$ cat src/rtl/mmq_pkg.sv
package mmq_pkg;

    localparam int          BUS_W       = 32;
    localparam int          STAT_PTR_W  = 18;
    localparam int          ADD_W       = 6;
    localparam logic [5:0]  ADD_CAP     = 6'h3F;
    localparam logic [12:0] REGION_TAG  = 13'd1;      // addr[31:19] for 0x80000..0xFFFFF
    localparam logic [10:0] OFS_ADD_RD  = 11'h000;
    localparam logic [10:0] OFS_ADD_WR  = 11'h004;
    localparam logic [10:0] OFS_STAT_RD = 11'h008;
    localparam logic [10:0] OFS_STAT_WR = 11'h00C;

    typedef enum logic [2:0] {
        SEL_NONE,
        SEL_ADD_RD,
        SEL_ADD_WR,
        SEL_STAT_RD,
        SEL_STAT_WR
    } reg_sel_e;

    typedef struct packed {
        logic      hit;
        logic [7:0] qidx;
        reg_sel_e  sel;
    } dec_t;

    function automatic logic [ADD_W-1:0] clip_add(input logic [BUS_W-1:0] v);
        return (v > BUS_W'(ADD_CAP)) ? ADD_CAP : v[ADD_W-1:0];
    endfunction

    function automatic logic [BUS_W-1:0] mk_status(input logic flag,
                                                   input logic [STAT_PTR_W-1:0] ptr);
        return {flag, 13'd0, ptr};
    endfunction

endpackage

$ cat src/rtl/mmq_addr_dec.sv
module mmq_addr_dec
    import mmq_pkg::*;
#(
    parameter int NUM_QUEUES = 4
) (
    input  logic [BUS_W-1:0] addr,
    output dec_t             dec
);

    logic     in_region;
    logic     q_valid;
    reg_sel_e sel;

    assign in_region = (addr[31:19] == REGION_TAG);
    assign q_valid   = (32'(addr[18:11]) < NUM_QUEUES);

    always_comb begin
        unique case (addr[10:0])
            OFS_ADD_RD:  sel = SEL_ADD_RD;
            OFS_ADD_WR:  sel = SEL_ADD_WR;
            OFS_STAT_RD: sel = SEL_STAT_RD;
            OFS_STAT_WR: sel = SEL_STAT_WR;
            default:     sel = SEL_NONE;
        endcase
    end

    always_comb begin
        dec.qidx = addr[18:11];
        dec.sel  = sel;
        dec.hit  = in_region && q_valid && (sel != SEL_NONE);
    end

endmodule

$ cat src/rtl/mmq_queue_slice.sv
module mmq_queue_slice
    import mmq_pkg::*;
#(
    parameter int QSZ_LOG2 = 6
) (
    input  logic              clk,
    input  logic              rst,
    input  logic              add_rd,
    input  logic              add_wr,
    input  logic [ADD_W-1:0]  add_amt,
    output logic [QSZ_LOG2:0] rd_ptr,
    output logic [QSZ_LOG2:0] wr_ptr,
    output logic              empty,
    output logic              ovf
);

    localparam int                FILL_W = QSZ_LOG2 + 8;
    localparam logic [FILL_W-1:0] DEPTH  = FILL_W'(64'd1 << QSZ_LOG2);

    logic [QSZ_LOG2:0] diff;
    logic [FILL_W-1:0] fill_next;
    logic              over_hit;

    // fill level with one wrap bit is exact while the ring has not overflowed
    assign diff      = wr_ptr - rd_ptr;
    assign fill_next = FILL_W'(diff) + FILL_W'(add_amt);
    assign over_hit  = add_wr && (fill_next > DEPTH);

    always_ff @(posedge clk) begin
        if (rst) begin
            rd_ptr <= '0;
            wr_ptr <= '0;
            ovf    <= 1'b0;
        end else begin
            if (add_rd) rd_ptr <= rd_ptr + (QSZ_LOG2+1)'(add_amt);
            if (add_wr) wr_ptr <= wr_ptr + (QSZ_LOG2+1)'(add_amt);
            if (over_hit) ovf <= 1'b1;
        end
    end

    assign empty = (rd_ptr == wr_ptr);

endmodule

$ cat src/rtl/mmq_rd_mux.sv
module mmq_rd_mux
    import mmq_pkg::*;
#(
    parameter int NUM_QUEUES = 4,
    parameter int QSZ_LOG2   = 6
) (
    input  dec_t                                 dec,
    input  logic [NUM_QUEUES-1:0][QSZ_LOG2:0]    rd_ptr_all,
    input  logic [NUM_QUEUES-1:0][QSZ_LOG2:0]    wr_ptr_all,
    input  logic [NUM_QUEUES-1:0]                ovf_all,
    input  logic [NUM_QUEUES-1:0]                empty_all,
    output logic [BUS_W-1:0]                     rdata_nxt
);

    always_comb begin
        rdata_nxt = '0;
        for (int q = 0; q < NUM_QUEUES; q++) begin
            if (dec.hit && (dec.qidx == 8'(q))) begin
                case (dec.sel)
                    SEL_STAT_RD: rdata_nxt = mk_status(ovf_all[q],
                                     STAT_PTR_W'(rd_ptr_all[q][QSZ_LOG2-1:0]));
                    SEL_STAT_WR: rdata_nxt = mk_status(empty_all[q],
                                     STAT_PTR_W'(wr_ptr_all[q][QSZ_LOG2-1:0]));
                    default:     rdata_nxt = '0;
                endcase
            end
        end
    end

endmodule

$ cat src/rtl/mmq_ptr_ctrl.sv
module mmq_ptr_ctrl
    import mmq_pkg::*;
#(
    parameter int NUM_QUEUES = 4,
    parameter int QSZ_LOG2   = 6
) (
    input  logic        clk,
    input  logic        rst,
    input  logic [31:0] bus_addr,
    input  logic        bus_wr_en,
    input  logic [31:0] bus_wdata,
    input  logic        bus_rd_en,
    output logic [31:0] bus_rdata
);

    dec_t                              dec;
    logic [ADD_W-1:0]                  add_amt;
    logic [NUM_QUEUES-1:0][QSZ_LOG2:0] rd_ptr_all;
    logic [NUM_QUEUES-1:0][QSZ_LOG2:0] wr_ptr_all;
    logic [NUM_QUEUES-1:0]             ovf_all;
    logic [NUM_QUEUES-1:0]             empty_all;
    logic [BUS_W-1:0]                  rdata_nxt;

    mmq_addr_dec #(.NUM_QUEUES(NUM_QUEUES)) u_dec (
        .addr (bus_addr),
        .dec  (dec)
    );

    assign add_amt = clip_add(bus_wdata);

    for (genvar g = 0; g < NUM_QUEUES; g++) begin : g_queue
        logic sel_q;
        assign sel_q = bus_wr_en && dec.hit && (dec.qidx == 8'(g));

        mmq_queue_slice #(.QSZ_LOG2(QSZ_LOG2)) u_slice (
            .clk     (clk),
            .rst     (rst),
            .add_rd  (sel_q && (dec.sel == SEL_ADD_RD)),
            .add_wr  (sel_q && (dec.sel == SEL_ADD_WR)),
            .add_amt (add_amt),
            .rd_ptr  (rd_ptr_all[g]),
            .wr_ptr  (wr_ptr_all[g]),
            .empty   (empty_all[g]),
            .ovf     (ovf_all[g])
        );
    end

    mmq_rd_mux #(.NUM_QUEUES(NUM_QUEUES), .QSZ_LOG2(QSZ_LOG2)) u_mux (
        .dec        (dec),
        .rd_ptr_all (rd_ptr_all),
        .wr_ptr_all (wr_ptr_all),
        .ovf_all    (ovf_all),
        .empty_all  (empty_all),
        .rdata_nxt  (rdata_nxt)
    );

    always_ff @(posedge clk) begin
        if (rst)            bus_rdata <= '0;
        else if (bus_rd_en) bus_rdata <= rdata_nxt;
    end

endmodule

$ cat config.mk
export PLATFORM = sky130hd
export DESIGN_NAME = mmq_ptr_ctrl
export DESIGN_NICKNAME = d
export VERILOG_FILES = /design/src/rtl/mmq_pkg.sv /design/src/rtl/mmq_addr_dec.sv /design/src/rtl/mmq_queue_slice.sv /design/src/rtl/mmq_rd_mux.sv /design/src/rtl/mmq_ptr_ctrl.sv
export SDC_FILE = /design/constraint.sdc
export NUM_CORES = 1
export LEC_CHECK = 0
export BUFFER_PORTS_ARGS = -buffer_cell sky130_fd_sc_hd__buf_2
export CAP_MARGIN = 20
export CORE_UTILIZATION = 57
export DETAILED_ROUTE_END_ITERATION = 12
export GPL_TIMING_DRIVEN = 0
export PLACE_DENSITY = 0.79
export SLEW_MARGIN = 0
export SYNTH_ARGS = -nofsm -noshare
export SYNTH_HDL_FRONTEND = slang
export SYNTH_HIERARCHICAL = 1
export SYNTH_SLANG_ARGS = --single-unit
$ cat constraint.sdc
create_clock -name clk -period 10.2 [get_ports clk]
set_input_delay 0.51 -clock clk [delete_from_list [all_inputs] [get_ports clk]]
set_output_delay 0.51 -clock clk [all_outputs]
set_load 0.1 [all_outputs]
==> impl_results.md <==
- Clk_lat worst skew: 350 ps
- Leading cell type in the layout, fill and taps excluded: nor2_1
- Max VDD drop: 0.0692 mV
- Number of synthesized flops with an enable pin: 0
- WL per Instance: 15.2 um
- Total of max-cap violations: 0
- Period utilization: 0.392
- RSZ-0062 raised after global routing: false
- Pwr Total: between 800 and 900 uW
- Worst Path Buf+Inv: 2
- Family with the most delay on the worst path: simple AND/OR/NAND/NOR gates
- Final setup violation count: 0
- Via count of the first global-routing pass: ~6400
- First-pass detailed-route iteration total: 5
- Post-synthesis cell area: a little over 8000 um^2
- Dpl hpwl: 14600 um
- Crit-path max FO: 12
- Clock skew after layout: 6.28 ps
- Min-delay src: bus_rdata[18]
- TritonCTS Buffers: 9
- Die footprint: about 15000 um^2
- Via density per instance: 5.65
- Final count of hold timing violations: 0
- Vias: 7085
- Die Height: 121 um
- Total GRT Usage: 0.269
- CTS tree: built
- Crit start category: input port
- Initial core utilization: 0.584
- Netlist cell types: 69
- Post-route minimum period: about 4000 ps
- Data arrival, critical path: 4230 ps
- # rows: between 40 and 50
- Crit. Startpoint: bus_wdata[13]
- Antenna cell count: 0
- Drt total wl: 19100 um
- CTS root buffer: clkbuf_16
- Port Buffers: 96
- Setup WS pre-CTS: 5690 ps
- Sequential cell area fraction in the yosys report: 0.227
- Core area: ~14000 um^2
- Yosys reg bits: 92
- Initial antenna violation count: 0
- Global-route wire length before repair: roughly 31000 um
- CP cell instances: buf_2 -> or4_1 -> buf_2 -> nor4_1 -> nand2_1 -> ha_1 -> a21o_1 -> a221oi_1 -> xnor2_1 -> nand4_1 -> and4_1 -> or4_1
- Syn. warnings: 6
- Worst Slack Setup Final: 6200 ps
- Worst Path Required: 10430 ps
- Leakage: 4.01 nW
- Fill count: between 1000 and 1500
- Nets: 1250
- Largest net degree at the start of global routing: 21
- WS Path Type: in -> reg
- Postcts setup bufs: 0
- CP max stage delay: 550 ps
- Most frequent cells in the layout: nor2_1 (123), buf_2 (104), ha_1 (96)
- Post-Syn Instances: 938
- Fin. max-slew vios: 0
- Final setup TNS: 0 ps
- Drt drc: 0
- Routed Antenna Nets: 0
- PD cells: 87.5 nW/um^2
- Finished Layout Cells: 1255
- Critical path endpoint category: flip-flop
- Post-CTS Hold Buffers: 0
- Fraction of layout cells with a size suffix above 1: 0.181
- Average size of a mapped cell: around 8.6 um^2
- Number of cells upsized or downsized after cts: 0
- Worst hold path class: reg -> reg
- Total congestion overflow: 0
- Die width: approximately 120 um
- Syn-to-layout area delta: 13.6%
- FMAX: 250 MHz
- Slowest cell on crit path: ha_1
- Slew margin rel.: 0.474
- IO Pins: 100
- Synth Flop Type: dfxtp_1
- Status: finished, final reports clean
- Gpl congestion: between 0.8 and 0.9
- Slew @ Worst Pin: 788 ps
- H-tree Lvls: 3
- Dpl cells: 1238
- Fraction of registers with async set/reset: 0
- Reg-to-Reg Start: g_queue[3].u_slice/wr_ptr[0]
- # clock sinks: slightly above 90
- Worst-path clk slew: 70 ps
- First DRT Iteration DRCs: 425
- CTS Buffer Depth: 2
layout make-up:
type / count / area (um^2) / share of cell area
clock buffers: 9 / 225 / 0.0245
repair buffers: 97 / 495 / 0.0538
well taps: 180 / 225 / 0.0245
flip-flops and latches: 92 / 1840 / 0.200
clock inverters: 7 / 68.8 / 0.00747
multi-input cells: 747 / 5740 / 0.623
inverters: 56 / 210 / 0.0228
plain buffers: 67 / 407 / 0.0442
synthesized netlist by cell type (4+ instances only):
cell | n | area, um^2
or4b_2 | 6 | 60.1
or3_1 | 9 | 56.3
ha_1 | 96 | 1200
a21o_1 | 26 | 195
a221oi_1 | 10 | 87.6
a21oi_1 | 31 | 155
inv_1 | 56 | 210
o21a_1 | 8 | 60.1
xnor2_1 | 43 | 377
a211oi_2 | 4 | 50.1
nor3b_1 | 6 | 45.0
buf_4 | 34 | 255
nor2_1 | 123 | 462
nor4b_1 | 4 | 35.0
fa_1 | 16 | 320
a22oi_1 | 14 | 105
buf_2 | 8 | 40.0
nor2b_1 | 33 | 206
o32ai_1 | 7 | 61.3
nand2_1 | 22 | 82.6
mux2i_1 | 56 | 561
clkbuf_1 | 22 | 82.6
o22a_1 | 7 | 61.3
dfxtp_1 | 92 | 1840
nand3_1 | 18 | 90.1
a221oi_2 | 7 | 105
and4_1 | 4 | 35.0
a21o_2 | 6 | 52.6
a31oi_1 | 16 | 100
o21ai_0 | 31 | 155
o21bai_1 | 4 | 30.0
a211oi_1 | 9 | 67.6
nand4_1 | 17 | 106
nor4_1 | 13 | 81.3
xor2_1 | 19 | 166
nor3_1 | 14 | 70.1
or4_1 | 6 | 45.0
layer usage:
| metal | global-route usage | part of all wire | up-vias |
|---|---|---|---|
| li1 | - | - | 3604 |
| met1 | 0.367 | 0.47 | 3272 |
| met2 | 0.440 | 0.47 | 183 |
| met3 | 0.0249 | 0.042 | 26 |
| met4 | 0.101 | 0.021 | 0 |
| met5 | 0 | 0 | - |
cells by family after synthesis:
family                     Yosys count  synth area share
and+or+nand+nor                    296             0.195
AOI/OAI and AO/OA                  195             0.175
buffers and inverters              123            0.0761
adders and majority gates          112             0.188
DFF                                 92             0.227
xor gates and xnor gates            63            0.0690
muxes                               56            0.0692
other                                1          0.000463
flip-flops by register name, indices dropped and copies added (netlist names):
name,flops
g_queue.u_slice/ovf,4
g_queue.u_slice/rd_ptr,28
g_queue.u_slice/wr_ptr,28
bus_rdata,32
metrics by stage:
step                      cell area [um^2]  hold slack, ps   util
after global routing                  9210             515  0.663
after floorplan                       8190             483      -
after global placement                8900             468  0.641
after CTS                             9190             494  0.662
after detailed placement              8900             476  0.641
final                                 9210             488  0.663
tightest hold or removal path: stages, from the launching register on:
cell and delay (ps):
dfxtp_1 320, mux2i_1 60, nor2_1 70
report_power, final:
group          switching [mW]  internal [mW]  leakage, nW  total (mW)
Sequential            0.00255          0.365        0.746       0.367
Combinational          0.0723         0.0323         3.12       0.105
Clock                   0.162          0.172        0.143       0.334
final timing paths:
kind / end / slack (ps) / cells past startpoint
max: g_queue[3].u_slice/ovf / 6200 / 12
min: bus_rdata[18] / 490 / 2
max reg2reg: g_queue[3].u_slice/ovf / 6650 / 14
min reg2reg: bus_rdata[18] / 490 / 2
No activity file was read; power rests on OpenSTA's default activity.
